`src/rtl/xstat_pkg.sv`:
```
package xstat_pkg;

    typedef enum logic [1:0] {
        OP_READ  = 2'd0,
        OP_WRITE = 2'd1,
        OP_SET   = 2'd2,
        OP_CLEAR = 2'd3
    } xs_op_e;

    typedef enum logic [1:0] {
        VW_NONE = 2'd0,
        VW_MACH = 2'd1,
        VW_SUPV = 2'd2,
        VW_USER = 2'd3
    } xs_view_e;

    typedef enum logic {
        ST_QUIET   = 1'b0,
        ST_RECHECK = 1'b1
    } xs_state_e;

    localparam int unsigned XS_W = 64;
    localparam int unsigned XS_NW = 32;

    localparam logic [XS_W-1:0] MACH_WMASK  = 64'h4000_0000_0000_19BB;
    localparam logic [XS_W-1:0] SUPV_WMASK  = 64'h0000_0000_0000_0133;
    localparam logic [XS_W-1:0] USER_WMASK  = 64'h0000_0000_0000_0011;
    localparam logic [XS_W-1:0] MACH_RMASK  = 64'hC000_000F_0000_19BB;
    // storage bits reachable from the packed 32-bit layout
    localparam logic [XS_W-1:0] NARROW_REACH = 64'hC000_0000_3FFF_FFFF;

    localparam logic [1:0] WCODE_64 = 2'b10;
    localparam logic [1:0] WCODE_32 = 2'b01;
    localparam logic [1:0] PRIV_U   = 2'b00;
    localparam logic [1:0] PRIV_S   = 2'b01;

    function automatic logic [XS_NW-1:0] pack_narrow(input logic [XS_W-1:0] v);
        return {v[63:62], v[29:0]};
    endfunction

    function automatic logic [XS_W-1:0] unpack_narrow(input logic [XS_NW-1:0] w);
        return {w[31:30], 32'b0, w[29:0]};
    endfunction

endpackage

```
`src/rtl/xstat_view_sel.sv`:
```
module xstat_view_sel
    import xstat_pkg::*;
#(
    parameter int unsigned ADDR_W    = 12,
    parameter logic [ADDR_W-1:0] MACH_ADDR = 12'h300,
    parameter logic [ADDR_W-1:0] SUPV_ADDR = 12'h100,
    parameter logic [ADDR_W-1:0] USER_ADDR = 12'h000
) (
    input  logic [ADDR_W-1:0] addr,
    input  logic              is64,
    output xs_view_e          view,
    output logic [XS_W-1:0]   wmask
);
    logic hit_m, hit_s, hit_u;
    logic [XS_W-1:0] base_mask;

    assign hit_m = (addr == MACH_ADDR);
    assign hit_s = (addr == SUPV_ADDR);
    assign hit_u = (addr == USER_ADDR);

    always_comb begin
        unique case (1'b1)
            hit_m:   begin view = VW_MACH; base_mask = MACH_WMASK; end
            hit_s:   begin view = VW_SUPV; base_mask = SUPV_WMASK; end
            hit_u:   begin view = VW_USER; base_mask = USER_WMASK; end
            default: begin view = VW_NONE; base_mask = '0;         end
        endcase
    end

    // in the packed layout only the reachable bits may be written
    assign wmask = is64 ? base_mask : (base_mask & NARROW_REACH);

    always_comb begin
        assert_view_unique_R1: assert ($onehot0({hit_m, hit_s, hit_u}));
    end

endmodule

```
`src/rtl/xstat_update.sv`:
```
module xstat_update
    import xstat_pkg::*;
(
    input  logic [XS_W-1:0] cur,
    input  logic [XS_W-1:0] operand,
    input  xs_op_e          op,
    input  logic [XS_W-1:0] wmask,
    input  logic            has_super,
    input  logic            has_user,
    output logic [XS_W-1:0] nxt
);
    logic [XS_W-1:0] raw;
    logic [XS_W-1:0] merged;
    logic            bad_priv;

    always_comb begin
        unique case (op)
            OP_WRITE: raw = operand;
            OP_SET:   raw = cur | operand;
            OP_CLEAR: raw = cur & ~operand;
            default:  raw = cur;
        endcase
    end

    assign merged = (raw & wmask) | (cur & ~wmask);

    // previous-privilege legality
    assign bad_priv = ((merged[12:11] == PRIV_U) && !has_user) ||
                      ((merged[12:11] == PRIV_S) && !has_super);

    always_comb begin
        nxt = merged;
        if (bad_priv) nxt[12:11] = cur[12:11];
    end

endmodule

```
`src/rtl/xstat_alias_unit.sv`:
```
module xstat_alias_unit
    import xstat_pkg::*;
#(
    parameter int unsigned ADDR_W = 12,
    parameter logic [63:0] RST_LOW = 64'h0000_0000_0000_1800
) (
    input  logic              clk,
    input  logic              rst_n,
    input  logic              cfg_is64,
    input  logic              cfg_has_super,
    input  logic              cfg_has_user,
    input  logic              acc_valid,
    input  logic [1:0]        acc_op,
    input  logic [ADDR_W-1:0] acc_addr,
    input  logic [63:0]       acc_wdata,
    output logic [63:0]       acc_rdata,
    output logic              acc_illegal,
    output logic              irq_recheck
);
    localparam logic [ADDR_W-1:0] A_MACH = ADDR_W'(12'h300);
    localparam logic [ADDR_W-1:0] A_SUPV = ADDR_W'(12'h100);
    localparam logic [ADDR_W-1:0] A_USER = ADDR_W'(12'h000);

    logic [XS_W-1:0] store;
    logic [XS_W-1:0] store_nxt;
    logic [XS_W-1:0] reset_val;
    logic [XS_W-1:0] operand;
    logic [XS_W-1:0] wmask;
    logic [XS_W-1:0] rd_src;
    logic [1:0]      wcode;
    logic            do_update;
    xs_view_e        view;
    xs_op_e          op_q;
    xs_state_e       state, state_nxt;

    assign op_q = xs_op_e'(acc_op);

    xstat_view_sel #(
        .ADDR_W   (ADDR_W),
        .MACH_ADDR(A_MACH),
        .SUPV_ADDR(A_SUPV),
        .USER_ADDR(A_USER)
    ) u_view_sel (
        .addr (acc_addr),
        .is64 (cfg_is64),
        .view (view),
        .wmask(wmask)
    );

    assign operand = cfg_is64 ? acc_wdata : unpack_narrow(acc_wdata[XS_NW-1:0]);

    xstat_update u_update (
        .cur      (store),
        .operand  (operand),
        .op       (op_q),
        .wmask    (wmask),
        .has_super(cfg_has_super),
        .has_user (cfg_has_user),
        .nxt      (store_nxt)
    );

    assign acc_illegal = acc_valid && (view == VW_NONE);
    assign do_update   = acc_valid && (view != VW_NONE) && (op_q != OP_READ);

    // reset image: width fields follow the configuration
    assign wcode = cfg_is64 ? WCODE_64 : WCODE_32;
    always_comb begin
        reset_val        = RST_LOW;
        reset_val[35:32] = {cfg_has_super ? wcode : 2'b00,
                            cfg_has_user  ? wcode : 2'b00};
    end

    always_ff @(posedge clk) begin
        if (!rst_n)         store <= reset_val;
        else if (do_update) store <= store_nxt;
    end

    // recheck state machine: state register
    always_ff @(posedge clk) begin
        if (!rst_n) state <= ST_QUIET;
        else        state <= state_nxt;
    end

    // recheck state machine: next state and output
    always_comb begin
        unique case (state)
            ST_QUIET:   state_nxt = (do_update && (store_nxt[3:0] != 4'd0)) ? ST_RECHECK : ST_QUIET;
            ST_RECHECK: state_nxt = (do_update && (store_nxt[3:0] != 4'd0)) ? ST_RECHECK : ST_QUIET;
            default:    state_nxt = ST_QUIET;
        endcase
    end

    assign irq_recheck = (state == ST_RECHECK);

    // read path
    assign rd_src = (view == VW_MACH) ? (store & MACH_RMASK) : store;
    always_comb begin
        if (!acc_valid || view == VW_NONE) acc_rdata = '0;
        else if (cfg_is64)                 acc_rdata = rd_src;
        else                               acc_rdata = {32'b0, pack_narrow(rd_src)};
    end

    assert_illegal_keeps_R1: assert property (@(posedge clk) disable iff (!rst_n)
        (acc_valid && acc_illegal) |=> $stable(store));

    assert_read_keeps_R3: assert property (@(posedge clk) disable iff (!rst_n)
        (acc_valid && acc_op == 2'd0) |=> $stable(store));

    assert_width_fixed_R4: assert property (@(posedge clk) disable iff (!rst_n)
        $stable(store[35:32]));

    assert_supv_confined_R4: assert property (@(posedge clk) disable iff (!rst_n)
        (acc_valid && acc_addr == A_SUPV) |=>
            ((store & ~SUPV_WMASK) == ($past(store) & ~SUPV_WMASK)));

    assert_narrow_upper_R6: assert property (@(posedge clk) disable iff (!rst_n)
        !cfg_is64 |=> $stable(store[61:30]));

    assert_no_user_priv_R7: assert property (@(posedge clk) disable iff (!rst_n)
        !cfg_has_user |-> (store[12:11] != PRIV_U));

    assert_no_supv_priv_R7: assert property (@(posedge clk) disable iff (!rst_n)
        !cfg_has_super |-> (store[12:11] != PRIV_S));

    assert_recheck_enables_R8: assert property (@(posedge clk) disable iff (!rst_n)
        irq_recheck |-> (store[3:0] != 4'd0));

endmodule

```
`config.mk`:
```
export PLATFORM = sky130hd
export DESIGN_NAME = xstat_alias_unit
export DESIGN_NICKNAME = d
export VERILOG_FILES = /design/src/rtl/xstat_pkg.sv /design/src/rtl/xstat_view_sel.sv /design/src/rtl/xstat_update.sv /design/src/rtl/xstat_alias_unit.sv
export SDC_FILE = /design/constraint.sdc
export NUM_CORES = 1
export LEC_CHECK = 0
export BUFFER_PORTS_ARGS = -buffer_cell sky130_fd_sc_hd__clkbuf_2
export CAP_MARGIN = 20
export CORE_MARGIN = 5
export CORE_UTILIZATION = 34
export DETAILED_ROUTE_END_ITERATION = 10
export PLACE_DENSITY_LB_ADDON = 0.05
export SLEW_MARGIN = 25
export SYNTH_ARGS = -nofsm -noshare
export SYNTH_HDL_FRONTEND = slang
export SYNTH_SLANG_ARGS = --single-unit
```
`constraint.sdc`:
```
create_clock -name clk -period 1.75 [get_ports clk]
set_clock_uncertainty 0.2 [all_clocks]
set_input_delay 0.175 -clock clk [delete_from_list [all_inputs] [get_ports clk]]
set_output_delay 0.175 -clock clk [all_outputs]
set_load 0.01 [all_outputs]
```
==> results.cfg, run 1 <==
[run_status]
status = complete, no violations

[floorplan]
die_area_um2 = 6210
ios = 150
coreArea_um2 = 4660
dieHeight_um = 78.8
row_count = 25
initial_core_util_pct = 34.6
die_x_um = 78.8

[synth]
yosysWarnings = 0
ys.flop_type = dfxtp_1
synth_edf_count = 4
netlist_area_um2 = 1610
ys_top_cells_by_area = buf_4 (23%), dfxtp_1 (14%), edfxtp_1 (7.5%)
synthCells = 191
yosysTopAreaCell = buf_4
ys_seq_area_share_pct = 21.1
synth-seq-cells = 15
synth_cell_types = 58
syn-mean-instance-area_um2 = 8.43
synthArstFlopShare_pct = 0
yosysTopAreaCellShare_pct = 22.8

[routing]
drtAntennaViolNets = 0
first_pass_iters = 4
drc = 0
drt-vias-per-instance = 4.52
vias = 1437
post_drt_wl_per_cell_um = 12.9
wl_um = 4090
first_iter_violations = 52

[setup_path]
crit_start = acc_addr[5]
cp-start-kind = input pin
regToRegStartpoint = store[11]
worstSetupPathType = input pin to primary output
arrival_ps = 1360
crit_fanout = 8
worstPathRequired_ps = 1370
cp-end-kind = primary output

[clock_network]
clk-insertion-delay-late_ps = 250
clk_pin_slew_ps = 60
cts_root_buf = clkbuf_8
clk_path_buf_depth = 2
htree_levels = 1
cts_tree = built
numCtsBuffers = 3
cts_sinks = 15

[sta]
period_needed_ps = 1740
hold_viol = 0
rsz0062_at_grt = yes
fin_crit_sh_pct = 99.1
whs_ps = 23.4
finalSetupTns_ps = 0
maxSlewViolCount = 0
setup_viol = 0
fmax_mhz = 576

[cells_and_area]
final_common_cell = conb_1
syn_to_final_growth_pct = 29.6
diodes = 0
final-seq-area_um2 = 340
nets = 349
final_cell_mix = conb_1 (49), clkbuf_2 (31), buf_4 (28)
fillers = 501
multi_input_area_um2 = 1020
drive_gt1_share_pct = 42.4

[pwr]
ir_drop_mv = 0.238
p_per_area_nw_per_um2 = 420
p_leak_nw = 1.01

[global_routing]
antenna_found_initial = 0
overflow = 0
grt_start_max_net_pins = 12
grt_pass1_wl_um = 6160
grt_pass1_vias = 1384
grt_usage_pct = 12.4

[placement]
portBuffers = 47
place_congestion = 0.751
place_hpwl_um = 3320

[run]
maxCapViolCount = 0

[hold_path]
hold_path_class = input pin to flip-flop
min_from = acc_wdata[30]
-- critical path, stage by stage --
cell,delay [ps]
buf_6,100
nor4_4,270
and2_4,190
and3_4,230
buf_12,120
and3_2,180
buf_6,100
-- repair_timing --
item,CTS,global route
gates cloned,0,0
hold buffers,1,0
buffers inserted,3,2
pin swaps,4,8
hold endpoints to repair,1,0
resized for setup,1,45
endpoints found under the setup margin,12,17
-- synthesized netlist by cell type (5+ instances only) --
library cell	instances
a21oi_1	8
nand2_1	7
buf_4	49
and2_1	10
nand3_1	7
and3_2	7
a31oi_1	5
dfxtp_1	11
inv_1	7
-- layout make-up --
cell class | count | area share [%]
clock inverter | 1 | 0.240
clock buffer | 3 | 1.98
inverter | 8 | 1.44
sequential | 15 | 16.3
tap | 54 | 3.24
timing repair buffer | 79 | 28.1
multi-input combinational | 158 | 48.7
-- through the flow --
stage	utilization, %	area [um^2]	cells	worst slack (ps)	power, mW
6_report	44.8	2090	318	14.9	0.877
5_1_grt	44.8	2090	318	-61.7	0.929
4_1_cts	41.4	1930	316	1.83	0.879
2_1_floorplan	-	1790	239	44.1	0.577
3_5_place_dp	39.6	1850	308	-76.4	0.579
3_3_place_gp	39.6	1850	308	-95.5	0.577
-- routing by layer --
| layer | GRT usage (%) | wire, um | vias to the layer above | part of all wire (%) |
|---|---|---|---|---|
| li1 | - | - | 727 | - |
| met1 | 15.5 | 1750 | 653 | 43 |
| met2 | 21.0 | 2070 | 55 | 51 |
| met3 | 2.27 | 240 | 2 | 5.9 |
| met4 | 5.15 | 28 | 0 | 0.68 |
| met5 | 0 | 0 | - | 0 |
-- final timing paths --
check / end / slack (ps) / cells after the start
setup reg to reg: store[11] / 70 / 5
hold reg to reg: flip-flop / 270 / 2
setup / recovery: acc_rdata[35] / 10 / 7
hold / removal: flip-flop / 20 / 3
-- power breakdown --
part	switching, mW	internal (mW)	leakage [nW]
Sequential	0.00146	0.363	0.127
Combinational	0.139	0.0822	0.858
Clock	0.133	0.158	0.0255
-- cells by family after synthesis --
kind of cell	after synthesis	share of synthesized area (%)
AO/OA/AOI/OAI	42	18.4
XOR/XNOR	2	1.09
buffers and inverters	66	30.1
flip-flops	15	21.1
multiplexers	1	0.622
other	1	0.233
AND/OR/NAND/NOR	64	28.4
(Power assumes the default switching activity.)
==> inputs of run 2 (changes only) <==
--- a/config.mk
+++ b/config.mk
@@ -7,7 +7,6 @@
 export LEC_CHECK = 0
 export BUFFER_PORTS_ARGS = -buffer_cell sky130_fd_sc_hd__clkbuf_2
 export CAP_MARGIN = 20
-export CORE_MARGIN = 5
 export CORE_UTILIZATION = 34
 export DETAILED_ROUTE_END_ITERATION = 10
 export PLACE_DENSITY_LB_ADDON = 0.05
==> run 2 against run 1 <==
Count of clock-buffer cells in the layout unchanged. Utilization decreased by 1.1 points. Maximum frequency increased by 3.2%. Power fell by 0.86%. Sequential power about the same. Largest cell class unchanged. Combinational power about the same. Register-to-register slack about the same. Critical path type is now flip-flop to flip-flop. Sequential share of layout area up 1.2 points. Non-clock buffer count down 4. Via count rose by 0.42%. Wire length is 8.0% lower.
==> results.cfg, run 2 (same netlist as run 1, synthesis figures left out) <==
[run_status]
status = complete, no violations

[global_routing]
grt_pass1_wl_um = 6420
antenna_found_initial = 0
grt_pass1_vias = 1371
grt_usage_pct = 15.9
grt_start_max_net_pins = 12
overflow = 0

[setup_path]
critPathBufInv = 0
reg2reg_slack_ps = 70
slowest_stage = or3b_1
slowest_delay_ps = 360
cp_cell_sequence = or3b_1, a21boi_2, o221ai_2, a41o_1, a21o_1
critical_path.top_delay_family = compound AO/OA/AOI/OAI gates
cp-start-kind = flip-flop
worstSetupPathType = flip-flop to flip-flop
worstPathRequired_ps = 1700
r2r_cells = 5
arrival_ps = 1630
cp-end-kind = flip-flop
regToRegStartpoint = store[11]
r2r-end = store[11]
crit_fanout = 2

[placement]
place_congestion = 0.768
place_hpwl_um = 2910
portBuffers = 47

[floorplan]
die_x_um = 70.8
initial_core_util_pct = 36.2
dieHeight_um = 70.8
die_area_um2 = 5020
ios = 150
row_count = 24
coreArea_um2 = 4440

[sta]
fmax_mhz = 595
whs_ps = 41.1
hold_viol = 0
period_needed_ps = 1680
maxSlewViolCount = 0
setup_viol = 0
fin_crit_sh_pct = 96.1

[routing]
post_drt_wl_per_cell_um = 12.0
first_iter_violations = 38
drtAntennaViolNets = 0
drc = 0
first_pass_iters = 6
wl_um = 3760
drt-vias-per-instance = 4.60
vias = 1443

[cells_and_area]
drive_gt1_share_pct = 38.9
syn_to_final_growth_pct = 20.5
multi_input_area_um2 = 998
nets = 347
diodes = 0
final-seq-area_um2 = 340
final_common_cell = conb_1
fillers = 484
final_cell_mix = conb_1 (49), clkbuf_2 (47), buf_4 (26)

[pwr]
p_leak_nw = 0.967
ir_drop_mv = 0.185
clockPowerShare_pct = 33.0
p_per_area_nw_per_um2 = 448
comb_power_share_pct = 25.2
power_frac_seq_pct = 41.9
p_total_mw = 0.869
netSwitchingFraction_pct = 30.8
internal_power_mw = 0.601
switchingPower_mw = 0.268

[clock_network]
numCtsBuffers = 3
clk_path_buf_depth = 2
clk_pin_slew_ps = 70
cts_sinks = 15
cts_tree = built
clk-insertion-delay-late_ps = 250
cts_root_buf = clkbuf_8
htree_levels = 1

[run]
maxCapViolCount = 0

[hold_path]
hold_path_class = input pin to flip-flop
hold_path_depth = 3
min_from = acc_wdata[62]
==> run 2: changes by cell type in the layout (fill, tap and decap cells not counted), moves of 2 or more <==
cell,previous run,this run
buf_4,28,26
buf_6,16,0
and3_4,5,3
and3_2,3,7
buf_2,2,0
clkbuf_2,31,47
and2_1,4,10
and2_4,7,1
==> run 2: metal layers <==
metal,vias up,GRT usage [%],routed length (um)
li1,727,-,-
met3,2,1.57,178
met5,-,0,0
met4,0,4.67,34
met1,652,20.8,1800
met2,62,27.6,1750
==> run 2: what timing repair did <==
| item | 4_1_cts | 5_1_grt |
|---|---|---|
| cloned | 1 | 1 |
| gates resized for setup | 2 | 2 |
| endpoints found under the setup margin | 16 | 16 |
| hold buffers | 1 | 0 |
| endpoints found under the hold margin | 1 | 0 |
| pin swaps | 1 | 2 |
| setup buffers | 0 | 3 |
==> run 2: stage by stage <==
stage	setup slack [ps]	TNS, ps	std cells	cell area, um^2	util, %
floorplan	44.1	0	239	1790	-
global placement	-106	-677	304	1830	41.2
detailed placement	-95.1	-676	304	1830	41.2
CTS	3.15	0	310	1900	42.8
global route	-11.1	-32.8	314	1940	43.7
finish	69.0	0	314	1940	43.7
==> run 2: layout make-up <==
class | instances | area share, %
Sequential cell | 15 | 17.5
Inverter | 8 | 1.55
Clock inverter | 1 | 0.258
Multi-Input combinational cell | 160 | 51.5
Tap cell | 52 | 3.35
Timing Repair Buffer | 75 | 23.7
Clock buffer | 3 | 2.13
==> run 2: worst max path at each step <==
stage	start	to	slack [ps]	cells past startpoint
floorplan	acc_addr[5]	acc_rdata[0]	40	6
global placement	acc_addr[5]	flip-flop	-110	6
detailed placement	acc_addr[5]	flip-flop	-100	6
CTS	acc_addr[5]	acc_rdata[32]	3	6
global route	acc_addr[11]	acc_rdata[62]	-10	6
finish	store[11]	store[11]	70	5
==> run 2: power groups by stage <==
stage	Clock [mW]	Combinational (mW)	Sequential, mW
CTS	0.300	0.216	0.364
global route	0.310	0.245	0.365
floorplan	0	0.206	0.371
finish	0.286	0.219	0.364
detailed placement	0	0.210	0.372
global placement	0	0.210	0.372
==> run 2: worst register-to-register path: cells and delay by family, from the launching register on <==
family	cells	cell delay, ps
AOI/OAI and AO/OA	4	690
DFF	1	330
and+or+nand+nor	1	360
